File: config.mk
export PLATFORM = sky130hd
export DESIGN_NAME = ddma_xlate
export DESIGN_NICKNAME = d
export VERILOG_FILES = /design/src/rtl/ddma_pkg.sv /design/src/rtl/ddma_cfg_regs.sv /design/src/rtl/ddma_win_decode.sv /design/src/rtl/ddma_op_map.sv /design/src/rtl/ddma_seq.sv /design/src/rtl/ddma_xlate.sv
export SDC_FILE = /design/constraint.sdc
export NUM_CORES = 1
export LEC_CHECK = 0
export BUFFER_PORTS_ARGS = -buffer_cell sky130_fd_sc_hd__buf_2
export CAP_MARGIN = 20
export CORE_UTILIZATION = 53
export CTS_CLUSTER_DIAMETER = 40
export DETAILED_ROUTE_END_ITERATION = 10
export PLACE_DENSITY = 0.81
export REMOVE_ABC_BUFFERS = 1
export SLEW_MARGIN = 40
export SYNTH_ARGS = -nofsm -noshare
export SYNTH_HDL_FRONTEND = slang
export SYNTH_SLANG_ARGS = --single-unit
File: constraint.sdc
create_clock -name clk -period 2.7 [get_ports clk]
set_input_delay 0.27 -clock clk [delete_from_list [all_inputs] [get_ports clk]]
set_output_delay 0.27 -clock clk [all_outputs]
set_load 0.05 [all_outputs]
File: src/rtl/ddma_pkg.sv
package ddma_pkg;

   typedef enum logic [1:0] {
      DK_ADDR = 2'd0,
      DK_CNT  = 2'd1,
      DK_PAGE = 2'd2,
      DK_CTRL = 2'd3
   } dk_e;

   typedef struct packed {
      logic       valid;
      logic       burst;
      dk_e        kind;
      logic [7:0] addr;
      logic [7:0] data;
   } dop_t;

   localparam logic [7:0] OPEN_BUS = 8'hFF;

   function automatic logic [7:0] page_idx(input logic [1:0] rel);
      case (rel)
         2'd0:    page_idx = 8'd7;
         2'd1:    page_idx = 8'd3;
         2'd2:    page_idx = 8'd1;
         default: page_idx = 8'd2;
      endcase
   endfunction

endpackage

File: src/rtl/ddma_cfg_regs.sv
module ddma_cfg_regs #(
   parameter int NUM_GROUPS = 2,
   parameter int AW         = 16,
   parameter int KEEP_LSB   = 6,
   parameter int CFG_AW     = 3
) (
   input  logic                     clk,
   input  logic                     rst_n,
   input  logic                     cfg_wr,
   input  logic [CFG_AW-1:0]        cfg_addr,
   input  logic [7:0]               cfg_wdata,
   output logic [NUM_GROUPS*AW-1:0] base_flat,
   output logic                     enable
);
   localparam int EN_CODE = 2 * NUM_GROUPS;
   localparam logic [7:0] LO_MASK = 8'hFF << KEEP_LSB;

   if (AW != 16) begin : g_bad_aw
      $error("ddma_cfg_regs: AW must be 16");
   end
   if (KEEP_LSB < 1 || KEEP_LSB > 7) begin : g_bad_keep
      $error("ddma_cfg_regs: KEEP_LSB out of range");
   end
   if ((1 << CFG_AW) <= EN_CODE) begin : g_bad_cfgaw
      $error("ddma_cfg_regs: CFG_AW too narrow");
   end

   for (genvar g = 0; g < NUM_GROUPS; g++) begin : g_grp
      logic [7:0] lo_q, hi_q;
      always_ff @(posedge clk or negedge rst_n) begin
         if (!rst_n) begin
            lo_q <= 8'h00;
            hi_q <= 8'h00;
         end else if (cfg_wr) begin
            if (cfg_addr == CFG_AW'(2 * g))
               lo_q <= cfg_wdata & LO_MASK;
            if (cfg_addr == CFG_AW'(2 * g + 1))
               hi_q <= cfg_wdata;
         end
      end
      assign base_flat[g*AW +: AW] = {hi_q, lo_q};
   end

   always_ff @(posedge clk or negedge rst_n) begin
      if (!rst_n)
         enable <= 1'b0;
      else if (cfg_wr && cfg_addr == CFG_AW'(EN_CODE))
         enable <= cfg_wdata[0];
   end

endmodule

File: src/rtl/ddma_win_decode.sv
module ddma_win_decode #(
   parameter int NUM_GROUPS = 2,
   parameter int CH_PER_GRP = 4,
   parameter int WIN_BYTES  = 16,
   parameter int AW         = 16,
   parameter int CH_W       = $clog2(NUM_GROUPS * CH_PER_GRP),
   parameter int OFF_W      = $clog2(WIN_BYTES)
) (
   input  logic [NUM_GROUPS*AW-1:0] base_flat,
   input  logic                     enable,
   input  logic [AW-1:0]            io_addr,
   output logic                     hit,
   output logic [CH_W-1:0]          chan,
   output logic [OFF_W-1:0]         off
);
   localparam int SPAN_LSB = $clog2(CH_PER_GRP * WIN_BYTES);
   localparam int REL_W    = $clog2(CH_PER_GRP);

   if ((1 << OFF_W) != WIN_BYTES) begin : g_bad_win
      $error("ddma_win_decode: WIN_BYTES must be a power of two");
   end
   if ((1 << REL_W) != CH_PER_GRP) begin : g_bad_cpg
      $error("ddma_win_decode: CH_PER_GRP must be a power of two");
   end

   logic [NUM_GROUPS-1:0] grp_hit;

   for (genvar g = 0; g < NUM_GROUPS; g++) begin : g_cmp
      logic [AW-1:0] b;
      assign b = base_flat[g*AW +: AW];
      assign grp_hit[g] = enable && (b != '0) &&
                          (io_addr[AW-1:SPAN_LSB] == b[AW-1:SPAN_LSB]);
   end

   logic [REL_W-1:0] rel;
   assign rel = io_addr[SPAN_LSB-1:OFF_W];
   assign off = io_addr[OFF_W-1:0];

   always_comb begin
      hit  = 1'b0;
      chan = '0;
      for (int g = NUM_GROUPS - 1; g >= 0; g--) begin
         if (grp_hit[g]) begin
            hit  = 1'b1;
            chan = CH_W'(g * CH_PER_GRP) + CH_W'(rel);
         end
      end
   end

endmodule

File: src/rtl/ddma_op_map.sv
module ddma_op_map
   import ddma_pkg::*;
#(
   parameter int CH_W  = 3,
   parameter int OFF_W = 4
) (
   input  logic [CH_W-1:0]  chan,
   input  logic [OFF_W-1:0] off,
   input  logic             is_wr,
   input  logic [7:0]       wdata,
   output dop_t             op
);
   if (CH_W != 3 || OFF_W != 4) begin : g_bad
      $error("ddma_op_map: mapping defined for 8 channels of 16 bytes");
   end

   logic       upper;
   logic [1:0] rel;
   logic [7:0] ctl_base, pg_addr, off8;

   assign upper    = chan[CH_W-1];
   assign rel      = chan[1:0];
   assign ctl_base = upper ? 8'hC0 : 8'h00;
   assign pg_addr  = (upper ? 8'h88 : 8'h80) + page_idx(rel);
   assign off8     = {4'h0, off};

   always_comb begin
      op       = '0;
      op.kind  = DK_ADDR;
      op.data  = wdata;
      if (is_wr) begin
         case (off)
            4'h0, 4'h1: begin
               op.valid = 1'b1; op.kind = DK_ADDR; op.addr = off8;
            end
            4'h4, 4'h5: begin
               op.valid = 1'b1; op.kind = DK_CNT; op.addr = off8;
            end
            4'h2: begin
               op.valid = 1'b1; op.kind = DK_PAGE; op.addr = pg_addr;
            end
            4'h8, 4'h9, 4'hA, 4'hB, 4'hD: begin
               op.valid = 1'b1; op.kind = DK_CTRL; op.addr = ctl_base | off8;
            end
            4'hE: begin
               op.valid = 1'b1; op.kind = DK_CTRL; op.burst = 1'b1;
               op.addr  = ctl_base | 8'h0A; op.data = 8'h00;
            end
            4'hF: begin
               op.valid = 1'b1; op.kind = DK_CTRL;
               op.addr  = ctl_base | 8'h0A; op.data = {wdata[5:0], rel};
            end
            default: op.valid = 1'b0;
         endcase
      end else begin
         op.data = 8'h00;
         case (off)
            4'h0, 4'h1: begin
               op.valid = 1'b1; op.kind = DK_ADDR; op.addr = off8;
            end
            4'h4, 4'h5: begin
               op.valid = 1'b1; op.kind = DK_CNT; op.addr = off8;
            end
            4'h2: begin
               op.valid = 1'b1; op.kind = DK_PAGE; op.addr = pg_addr;
            end
            4'h9: begin
               op.valid = 1'b1; op.kind = DK_CTRL; op.addr = ctl_base | 8'h08;
            end
            default: op.valid = 1'b0;
         endcase
      end
   end

endmodule

File: src/rtl/ddma_seq.sv
module ddma_seq
   import ddma_pkg::*;
#(
   parameter int CH_W      = 3,
   parameter int BURST_LEN = 4
) (
   input  logic            clk,
   input  logic            rst_n,
   input  logic            start,
   input  logic            start_wr,
   input  logic [CH_W-1:0] start_chan,
   input  dop_t            start_op,
   output logic            io_ready,
   output logic            io_done,
   output logic [7:0]      io_rdata,
   output logic            dc_wr,
   output logic            dc_rd,
   output logic [CH_W-1:0] dc_chan,
   output logic [1:0]      dc_kind,
   output logic [7:0]      dc_addr,
   output logic [7:0]      dc_wdata,
   input  logic [7:0]      dc_rdata,
   input  logic            dc_ready
);
   localparam int LEFT_W = $clog2(BURST_LEN + 1);

   if (BURST_LEN < 1) begin : g_bad
      $error("ddma_seq: BURST_LEN must be at least 1");
   end

   typedef enum logic [1:0] {S_IDLE, S_BUS, S_FIN} st_e;

   st_e               st_q;
   logic              wr_q;
   logic [CH_W-1:0]   chan_q;
   dk_e               kind_q;
   logic [7:0]        addr_q, data_q, rdata_q;
   logic [LEFT_W-1:0] left_q;

   always_ff @(posedge clk or negedge rst_n) begin
      if (!rst_n) begin
         st_q    <= S_IDLE;
         wr_q    <= 1'b0;
         chan_q  <= '0;
         kind_q  <= DK_ADDR;
         addr_q  <= 8'h00;
         data_q  <= 8'h00;
         rdata_q <= OPEN_BUS;
         left_q  <= '0;
      end else begin
         case (st_q)
            S_IDLE: if (start) begin
               wr_q   <= start_wr;
               chan_q <= start_chan;
               kind_q <= start_op.kind;
               addr_q <= start_op.addr;
               data_q <= start_op.data;
               left_q <= start_op.burst ? LEFT_W'(BURST_LEN) : LEFT_W'(1);
               if (start_op.valid) begin
                  st_q <= S_BUS;
               end else begin
                  rdata_q <= OPEN_BUS;
                  st_q    <= S_FIN;
               end
            end
            S_BUS: if (dc_ready) begin
               if (!wr_q)
                  rdata_q <= dc_rdata;
               if (left_q == LEFT_W'(1)) begin
                  st_q <= S_FIN;
               end else begin
                  left_q <= left_q - LEFT_W'(1);
                  data_q <= data_q + 8'd1;
               end
            end
            default: st_q <= S_IDLE;
         endcase
      end
   end

   assign io_ready = (st_q == S_IDLE);
   assign io_done  = (st_q == S_FIN);
   assign io_rdata = rdata_q;
   assign dc_wr    = (st_q == S_BUS) &&  wr_q;
   assign dc_rd    = (st_q == S_BUS) && !wr_q;
   assign dc_chan  = chan_q;
   assign dc_kind  = kind_q;
   assign dc_addr  = addr_q;
   assign dc_wdata = data_q;

endmodule

File: src/rtl/ddma_xlate.sv
module ddma_xlate
   import ddma_pkg::*;
#(
   parameter int NUM_GROUPS = 2,
   parameter int CH_PER_GRP = 4,
   parameter int WIN_BYTES  = 16,
   parameter int AW         = 16,
   parameter int BURST_LEN  = 4,
   parameter int CFG_AW     = 3
) (
   input  logic              clk,
   input  logic              rst_n,
   input  logic              cfg_wr,
   input  logic [CFG_AW-1:0] cfg_addr,
   input  logic [7:0]        cfg_wdata,
   input  logic [AW-1:0]     io_addr,
   input  logic              io_wr,
   input  logic              io_rd,
   input  logic [7:0]        io_wdata,
   output logic              io_hit,
   output logic              io_ready,
   output logic              io_done,
   output logic [7:0]        io_rdata,
   output logic              dc_wr,
   output logic              dc_rd,
   output logic [2:0]        dc_chan,
   output logic [1:0]        dc_kind,
   output logic [7:0]        dc_addr,
   output logic [7:0]        dc_wdata,
   input  logic [7:0]        dc_rdata,
   input  logic              dc_ready
);
   localparam int CH_W     = $clog2(NUM_GROUPS * CH_PER_GRP);
   localparam int OFF_W    = $clog2(WIN_BYTES);
   localparam int SPAN_LSB = $clog2(CH_PER_GRP * WIN_BYTES);

   if (CH_W != 3) begin : g_bad_ch
      $error("ddma_xlate: port widths assume eight channels");
   end

   logic [NUM_GROUPS*AW-1:0] base_flat;
   logic                     enable;
   logic                     hit;
   logic [CH_W-1:0]          chan;
   logic [OFF_W-1:0]         off;
   dop_t                     op;
   logic                     start;

   ddma_cfg_regs #(
      .NUM_GROUPS(NUM_GROUPS), .AW(AW), .KEEP_LSB(SPAN_LSB), .CFG_AW(CFG_AW)
   ) u_cfg (
      .clk(clk), .rst_n(rst_n), .cfg_wr(cfg_wr), .cfg_addr(cfg_addr),
      .cfg_wdata(cfg_wdata), .base_flat(base_flat), .enable(enable)
   );

   ddma_win_decode #(
      .NUM_GROUPS(NUM_GROUPS), .CH_PER_GRP(CH_PER_GRP),
      .WIN_BYTES(WIN_BYTES), .AW(AW), .CH_W(CH_W), .OFF_W(OFF_W)
   ) u_dec (
      .base_flat(base_flat), .enable(enable), .io_addr(io_addr),
      .hit(hit), .chan(chan), .off(off)
   );

   ddma_op_map #(.CH_W(CH_W), .OFF_W(OFF_W)) u_map (
      .chan(chan), .off(off), .is_wr(io_wr), .wdata(io_wdata), .op(op)
   );

   assign start  = (io_wr || io_rd) && hit && io_ready;
   assign io_hit = hit;

   ddma_seq #(.CH_W(CH_W), .BURST_LEN(BURST_LEN)) u_seq (
      .clk(clk), .rst_n(rst_n), .start(start), .start_wr(io_wr),
      .start_chan(chan), .start_op(op),
      .io_ready(io_ready), .io_done(io_done), .io_rdata(io_rdata),
      .dc_wr(dc_wr), .dc_rd(dc_rd), .dc_chan(dc_chan), .dc_kind(dc_kind),
      .dc_addr(dc_addr), .dc_wdata(dc_wdata), .dc_rdata(dc_rdata),
      .dc_ready(dc_ready)
   );

endmodule

======== Yosys cells after proc, flatten, opt, wreduce, memory -nomap -nowiden ========
Cells that the tools add are included.
storage, ports and cells
  memory bits (writable) .................. 0
  bits in read-only memories .............. 0
  logic and storage cells ................. 113
  input port bits ......................... 49
  bits in latches ......................... 0
  memories ................................ 0
  bits in registers ....................... 56
operators by class
  add/subtract/negate cells ............... 4
  multiplexer cells ....................... 35
  order comparisons ....................... 0
  bitwise gates (word level) .............. 1
  equality and inequality tests ........... 28
  div/mod/pow operators ................... 0
  shift-type cells ........................ 0
  reductions and logical operators ........ 32
  multiply operators ...................... 0
operators with widths
  cell                                                             number
  8-bit 2-to-1 mux                                                 8
  10-bit one-hot mux with 5 select lines                           1
  8-bit one-hot mux with 2 select lines                            3
  10-bit one-hot mux with 4 select lines                           1
  16-bit nonzero test                                              2
  4-bit == test, second input constant                             7
  10-bit == test                                                   2
  18-bit 2-to-1 mux                                                1
  3-bit 2-to-1 mux                                                 6
  12-bit OR reduction                                              1
  2-bit AND reduction                                              5
  1-bit logical AND                                                9
  3-bit one-hot mux with 3 select lines                            1
  8-bit by 1-bit adder with 8-bit output, second input constant    1
  8-bit by 3-bit adder with 8-bit output                           1
  4-bit by 3-bit == test with 1-bit output, second input constant  2
  2-bit 2-to-1 mux                                                 4
  2-bit != test, second input constant                             4
  8-bit by 4-bit bitwise OR with 8-bit output                      1
  1-bit 2-to-1 mux                                                 7
  3-bit by 1-bit == test with 1-bit output, second input constant  2
  3-bit by 2-bit == test with 1-bit output, second input constant  2
  3-bit one-hot mux with 2 select lines                            1
  2-bit OR reduction                                               3
  21 further kinds                                                 25

======== Depth between registers and ports, before layout ========
Gate-level depths: netlist (run 1).
  word-level depth ........................ 12
  mapped depth ............................ 8
  gate-level depth less buffers ........... 7

======== By module ========
Synthesis (run 1) repeated with hierarchy kept, for this count alone.
unflattened totals
  cells, all modules ...................... 314
  area, all modules ....................... 3,415.8 um^2
by module, submodules not included
  module           area an instance (um^2)  instances  cells each  seq. area each (um^2)
  ddma_seq         1,686.6                  1          143         885.8
  ddma_cfg_regs    973.4                    1          61          525.5
  ddma_op_map      394.1                    1          63          0.0
  ddma_win_decode  351.6                    1          46          0.0
  ddma_xlate       10.0                     1          1           0.0

======== Least setup slack after synthesis (run 1) ========
OpenSTA, ideal clock, no wires.
  path type ............................... register -> register
  start ................................... register u_cfg.g_grp[0].hi_q[6]
  end ..................................... register u_seq.data_q[0], in the netlist u_seq.dc_wdata[0]
  data required time ...................... 2,576 ps
  arrival ................................. 2,237 ps
  path slack .............................. 339 ps
  cell stages (with the launch flop) ...... 8
  library setup time ...................... 124 ps
  cells stage by stage .................... dfrtp_1 > xnor2_2 > nand3_1 > or4_1 > buf_6 > a2111oi_4 > nor2_2 > o31a_1
between the ends
  word-level cells in the longest chain between the ends .. 8
  elaborated cells on any way between the ends .. 14
  those cells by class .................... eq/ne: 2; mux: 6; reduce/logical: 6
RTL lines
  item                                                                                 RTL line                             text
  from (decl)                                                                          ddma_cfg_regs.sv:29                  logic [7:0] lo_q, hi_q;
  from (signal assigned)                                                               ddma_cfg_regs.sv:38                  hi_q <= cfg_wdata;
  16-bit nonzero test                                                                  ddma_win_decode.sv:31                assign grp_hit[g] = enable && (b != '0) &&
  1-bit logical AND                                                                    ddma_win_decode.sv:31
  1-bit logical AND *                                                                  ddma_win_decode.sv:31
  3-bit 2-to-1 mux / 1-bit 2-to-1 mux (equally long branches)                          ddma_win_decode.sv:43                if (grp_hit[g]) begin
  8-bit one-hot mux with 2 select lines / 1-bit logical AND (equally long branches)    ddma_op_map.sv:32, ddma_xlate.sv:68
  18-bit 2-to-1 mux / 1-bit logical AND (equally long branches)                        ddma_op_map.sv:31, ddma_xlate.sv:68
  8-bit 2-to-1 mux / 2-bit by 1-bit != test with 1-bit output (equally long branches)  -
  8-bit one-hot mux with 2 select lines / 4-bit AND reduction (equally long branches)  -
  to (signal assigned)                                                                 ddma_seq.sv:57                       data_q <= start_op.data;
  to (signal assigned)                                                                 ddma_seq.sv:73                       data_q <= data_q + 8'd1;
  to (decl)                                                                            ddma_seq.sv:37                       logic [7:0] addr_q, data_q, rdata_q;
Mark *: on every way between the ends. The rest lies on a longest branch, timed or not. The select of a mux whose other input is x is not followed.
A chain may end at the register's enable or synchronous reset.

======== Worst setup path after layout (run 1) ========
  start ................................... register u_cfg.g_grp[0].hi_q[3]
  end ..................................... output port io_hit
between the ends
  word-level cells in the longest chain between the ends .. 4
  elaborated cells on any way between the ends .. 5
  those cells by class .................... eq/ne: 1; mux: 1; reduce/logical: 3
RTL lines
  item                 RTL line               text
  16-bit nonzero test  ddma_win_decode.sv:31
  1-bit logical AND    ddma_win_decode.sv:31
  1-bit logical AND *  ddma_win_decode.sv:31
  1-bit 2-to-1 mux *   ddma_win_decode.sv:43
  to (decl)            ddma_xlate.sv:20       output logic io_hit,
Mark *: on every way between the ends. The rest lies on a longest branch, timed or not.

==> results.cfg, run 1 <==
[run_status]
status = complete, but fails checks
violations = DRC

[power_and_ir_drop]
p_sw_uw = 1260
pwr-share-seq_pct = 43.2
swShare_pct = 43.2
p_per_area_nw_per_um2 = 758
ir_worst_vdd_uv = 543
p_int_uw = 1650
p_comb_share_pct = 39.9
power.share.clock_pct = 16.9
p_leak_uw = 0.00188

[routing]
drtIter0Drc = 198
vias = 2823
drc_errors = 1
wirelength_um = 7490
via_per_inst = 5.77
postRouteAntennaNets = 0
firstDrtPassIters = 7
avgRoutedWirePerCell_um = 15.3

[worst_setup_path]
critPathKind = register to output port
setup.worst_path.start = u_cfg.g_grp[0].hi_q[3]
cp-end-kind = output port
start_kind = register
reg2reg_slack_ps = 150
critPathArrivalTime_ps = 2320
critPathMaxFanout = 6
cp.required_ps = 2430
reg2reg_from = u_cfg.g_grp[0].hi_q[7]

[synth]
yosysUniqueCellTypes = 56
synth_edf_count = 0
ys_ff_latch = 54
synth.area.top_cells = dfrtp_1, mux2_2, dfstp_2, nand2_1, nor2_1
synth_ff_type = dfrtp_1
synth_compound_area_share_pct = 16.8
synthAdderAreaFrac_pct = 1.16
synthXorXnorAreaFrac_pct = 6.09
synth-seq-area-share_pct = 41.9
synth_top_family_by_area = simple AND/OR/NAND/NOR gates
yosys.area_share.simple_pct = 19.2
synth_area_um2 = 3250
muxShareOfSynthArea_pct = 9.75
yosysWarnings = 0
async_flop_share_pct = 100
avgSynthCellArea_um2 = 9.78
synth_cells = 332
yosysTopAreaCellShare_pct = 35.5
synth_top_area_cell = dfrtp_1

[die]
num_rows = 28
core-area_um2 = 5920
dieArea_um2 = 6440
die_h_um = 80.3
start_util_pct = 54.8
die_w_um = 80.3
ios = 83

[final_layout]
num_antenna_cells = 0
syn2layout_area_growth_pct = 18.2
nets = 465
drive_above_1_share_pct = 34.5
final_core_util_pct = 64.8

[worst_hold_path]
hold_start = cfg_wdata[3]
worstHoldPathType = primary input to register

[sta]
max_freq_mhz = 387
setup_viol = 0
tightest_slew_ps = 689
min_period_ps = 2590
fin_crit_sh_pct = 95.8
slew_headroom_pct = 53.9
tns_ps = 0
finalHoldViolations = 0
skew_ps = 9.47
slew_violations = 0
rsz0062_at_grt = false

[global_route]
antenna_found_initial = 0
first_global_vias = 2681
grt_max_degree = 49
grt.total_usage_pct = 24.7
grt_pass1_wl_um = 12400
gr-total-overflow = 0

[job]
cap_violations = 0

[place]
dp_hpwl_um = 5680
numPortBuffers = 80
gp_congestion = 0.842

[clocking]
clk_latency_ps = 310
h-tree-depth = 2
clock-sinks = 54
cts_tree = built
cts_root_buffer = clkbuf_8
clockBufferDepth = 2
clk_pin_slew_ps = 100
cts_inserted_buffers = 5
-- Yosys cell counts (6+ instances only) --
cell type,n
dfrtp_1,46
nand2_1,30
nor2_1,27
mux2_2,21
a21oi_1,15
inv_1,15
nand3_1,15
o21ai_0,11
xor2_1,10
and3_1,9
clkbuf_1,9
dfstp_2,8
mux2i_1,8
o22ai_1,8
a22o_1,7
nor4_1,7
xnor2_1,7
a31oi_1,6
nand4_1,6
-- power groups by stage --
stage / clock network (µW) / registers [µW] / logic [µW]
floorplan: 0 / 1640 / 460
global placement: 0 / 1250 / 1130
detailed placement: 0 / 1260 / 1160
CTS: 502 / 1250 / 1160
global route: 531 / 1280 / 1250
finish: 493 / 1260 / 1160
-- layout make-up --
class                   instances  area, µm²
fillers                       486       2080
multi-input cells             248       1750
flip-flops and latches         54       1360
repair buffers                 89        473
well taps                      75       93.8
clock buffers                   6       82.6
inverters                      15       56.3
clock inverters                 2       16.3
-- state kept, by name, summed over array words and instances, names as in the netlist --
register / count
u_cfg.enable: 1
u_seq.dc_wdata: 8
u_cfg.g_grp.hi_q: 16
u_seq.dc_chan: 3
u_seq.st_q: 2
u_seq.io_rdata: 8
u_seq.dc_kind: 2
u_cfg.g_grp.lo_q: 4
u_seq.left_q: 3
u_seq.dc_addr: 6
u_seq.wr_q: 1
-- cell usage in the layout, fill, tap and decap left out, types with 3 or more instances in the layout --
cell type	instances
nand2b_1	4
buf_2	79
nor2_1	27
a22o_1	7
nor2b_1	5
inv_1	15
mux2i_1	8
dfstp_2	8
xnor2_1	7
nand3_1	15
xnor2_2	3
a211oi_1	3
buf_4	9
o21ai_0	11
a21oi_1	15
nand4_1	6
dfrtp_1	46
ha_1	3
a31oi_1	6
clkbuf_8	6
xor2_1	10
nor3_1	3
and3_1	9
nor4_1	5
mux2_2	21
nand2_1	30
o22ai_1	8
-- worst paths after layout --
kind | to | depth (start not counted)
hold / removal | u_cfg.g_grp[1].hi_q[3] | 2
min in group asynchronous | u_cfg.g_grp[1].lo_q[6] | 2
setup / recovery | io_hit | 6
max in group asynchronous | u_seq.io_rdata[0] | 3
setup reg to reg | u_seq.dc_wdata[0] | 7
hold reg to reg | u_seq.io_rdata[6] | 2
-- worst max-delay path, cell delays in order (launching register included) --
cell and delay (ps):
dfrtp_1 420, or4_1 590, nor4_4 310, or4_4 210, buf_4 150, nand2_1 100
buf_2 220
-- what timing repair did --
| item | 4_1_cts | 5_1_grt |
|---|---|---|
| setup endpoints to repair | 10 | 6 |
| buffers inserted | 0 | 0 |
| gates resized for setup | 1 | 2 |
| endpoints found under the hold margin | 46 | 0 |
| cloned | 0 | 0 |
| hold buffers | 1 | 0 |
-- metal layers --
metal  GRT usage [%]  wire (µm)
met4            7.68         97
met3            3.98        384
met1            33.2       3530
met5               0          0
met2            40.8       3480
-- kinds of logic (layout without fill, tap and decap cells) --
kind of cell | after synthesis | after routing
compound gates | 72 | 72
other cells | 1 | 2
fa+ha+maj | 3 | 3
simple gates | 122 | 122
flops | 54 | 54
buf+inv | 31 | 112
mux | 29 | 29
xor+xnor | 20 | 20
-- through the flow --
step | worst slack (ps) | hold WS [ps] | instances | area, µm² | power, µW
4_1_cts | 23.0 | 194 | 489 | 3820 | 2910
6_report | 114 | 203 | 489 | 3840 | 2910
3_5_place_dp | 2.67 | 323 | 480 | 3710 | 2420
2_1_floorplan | 50.1 | -25.6 | 317 | 3150 | 2100
3_3_place_gp | 123 | 455 | 480 | 3700 | 2390
5_1_grt | 59.7 | 206 | 489 | 3840 | 3070
Note: power is estimated with default switching activity, not from simulation.
==> inputs of run 2 (changes only) <==
--- a/config.mk
+++ b/config.mk
@@ -6,12 +6,11 @@
 export NUM_CORES = 1
 export LEC_CHECK = 0
 export BUFFER_PORTS_ARGS = -buffer_cell sky130_fd_sc_hd__buf_2
-export CAP_MARGIN = 20
+export CAP_MARGIN = 30
 export CORE_UTILIZATION = 53
 export CTS_CLUSTER_DIAMETER = 40
 export DETAILED_ROUTE_END_ITERATION = 10
 export PLACE_DENSITY = 0.81
-export REMOVE_ABC_BUFFERS = 1
 export SLEW_MARGIN = 40
 export SYNTH_ARGS = -nofsm -noshare
 export SYNTH_HDL_FRONTEND = slang
==> run 2 against run 1 <==
Net effect:
- the run still ends with DRC left
- combinational power about the same
- first-iteration DRC count up 18%
- non-clock buffer count down 1
- sequential share of layout area about the same
- flip-flop and latch count unchanged
- register-to-register slack about the same
- power down 1.2%
- utilization down 0.085 points
- sequential power about the same
- wire length up 1.9%
- critical path type unchanged
- largest cell class unchanged
==> results.cfg, run 2 (synthesized netlist as in run 1, its figures left out) <==
[die]
die_h_um = 80.3
dieArea_um2 = 6440
die_w_um = 80.3
start_util_pct = 54.8
ios = 83
num_rows = 28
core-area_um2 = 5920

[sta]
min_period_ps = 2570
max_freq_mhz = 390
setup_viol = 0
slew_headroom_pct = 49.9
tightest_slew_ps = 745
finalHoldViolations = 0
fin_crit_sh_pct = 95.0
slew_violations = 0
rsz0062_at_grt = false
skew_ps = 6.14

[final_layout]
nets = 464
largest_register_ffs = 16
stdcell_area_um2 = 3830
final_common_cell = buf_2
syn2layout_area_growth_pct = 18.0
final_core_util_pct = 64.7
fillCellCount = 499
num_antenna_cells = 0
drive_above_1_share_pct = 34.4
layout_common_cells = buf_2, dfrtp_1, nand2_1, nor2_1, mux2_2
regMostFlops = u_cfg.g_grp.hi_q

[routing]
vias = 2854
avgRoutedWirePerCell_um = 15.6
wirelength_um = 7640
postRouteAntennaNets = 0
firstDrtPassIters = 7
drc_errors = 1
drtIter0Drc = 233
via_per_inst = 5.85

[power_and_ir_drop]
p_per_area_nw_per_um2 = 750
ir_worst_vdd_uv = 536
swShare_pct = 43.4
p_int_uw = 1630
p_sw_uw = 1250
power.share.clock_pct = 15.7
p_comb_share_pct = 40.6
p_leak_uw = 0.00187
pwr-share-seq_pct = 43.7

[worst_setup_path]
r2r_cells = 7
reg2reg_slack_ps = 140
cp.required_ps = 2430
critPathMaxFanout = 6
r2r-end = u_seq.dc_wdata[0]
critPathKind = register to output port
cp-end-kind = output port
reg2reg_from = u_cfg.g_grp[0].hi_q[7]
crit_path_end = io_hit
start_kind = register
setup.worst_path.start = u_cfg.g_grp[0].lo_q[6]
critPathArrivalTime_ps = 2300

[clocking]
cts_inserted_buffers = 5
cts_setup_buffers = 0
clockBufferDepth = 2
clk_latency_ps = 310
cts_tree = built
clk_pin_slew_ps = 90
clock-sinks = 54
h-tree-depth = 2
cts_root_buffer = clkbuf_8

[global_route]
grt_pass1_wl_um = 12600
gr-total-overflow = 0
antenna_found_initial = 0
grt_max_degree = 50
first_global_vias = 2736
grt.total_usage_pct = 25.2

[worst_hold_path]
min_path_cells = 2
worstHoldPathType = primary input to register
hold_start = cfg_wdata[2]

[place]
numPortBuffers = 80
dp_hpwl_um = 5650
gp_congestion = 0.863
place_area_um2 = 3700

[run_status]
violations = DRC
status = complete, but fails checks

[job]
cap_violations = 0
==> run 2: per-stage QoR <==
step                      setup slack [ps]  hold slack, ps  instances  TNS [ps]  total power, µW
after detailed placement             -73.8             331        479      -286             2410
after floorplan                        339           -25.6        333         0             2120
final                                  134             207        488         0             2880
after CTS                             37.7             197        488         0             2880
after global placement                 109             453        479         0             2380
after global routing                  43.2             193        488         0             3060
==> run 2: layout make-up <==
cell class / instances / area (µm²) / area share, %
well taps: 75 / 93.8 / 2.45
multi-input cells: 248 / 1770 / 46.2
flip-flops and latches: 54 / 1360 / 35.5
inverters: 15 / 56.3 / 1.47
repair buffers: 88 / 465 / 12.1
clock inverters: 2 / 13.8 / 0.359
clock buffers: 6 / 72.6 / 1.89
==> run 2: power by group through the flow <==
stage               sequential, µW  combinational (µW)  clock (µW)
floorplan                     1640                 480           0
global placement              1250                1130           0
detailed placement            1260                1150           0
CTS                           1250                1160         467
global route                  1290                1260         503
finish                        1260                1170         451
==> run 2: timing repair <==
| action | CTS | global route |
|---|---|---|
| endpoints found under the setup margin | 15 | 7 |
| gates cloned | 0 | 0 |
| hold buffers | 1 | 0 |
| pin swaps | 0 | 1 |
| resized for setup | 2 | 3 |
| endpoints found under the hold margin | 24 | 0 |
==> run 2: worst min-delay path by stage <==
stage	to	slack, ps
2_1_floorplan	u_cfg.enable	-30
3_3_place_gp	u_seq.io_rdata[4]	450
3_5_place_dp	u_seq.dc_kind[1]	330
4_1_cts	u_cfg.g_grp[1].hi_q[2]	200
5_1_grt	u_seq.io_rdata[4]	190
6_report	u_cfg.g_grp[1].hi_q[2]	210
==> run 2: per-layer routing <==
| metal | global-route usage, % | vias up | part of all wire [%] | routed length [µm] |
|---|---|---|---|---|
| li1 | - | 1362 | - | - |
| met1 | 33.3 | 1348 | 44 | 3360 |
| met2 | 42.1 | 130 | 48 | 3660 |
| met3 | 4.55 | 14 | 6.7 | 513 |
| met4 | 7.68 | 0 | 1.3 | 98 |
| met5 | 0 | - | 0 | 0 |
==> run 2: worst max-delay path, cell delays in order, from the launching register on <==
cell and delay [ps]:
dfrtp_1 440, or4_4 560, nor4_4 320, or4_4 220, buf_4 150, nand2_1 80, buf_2 210
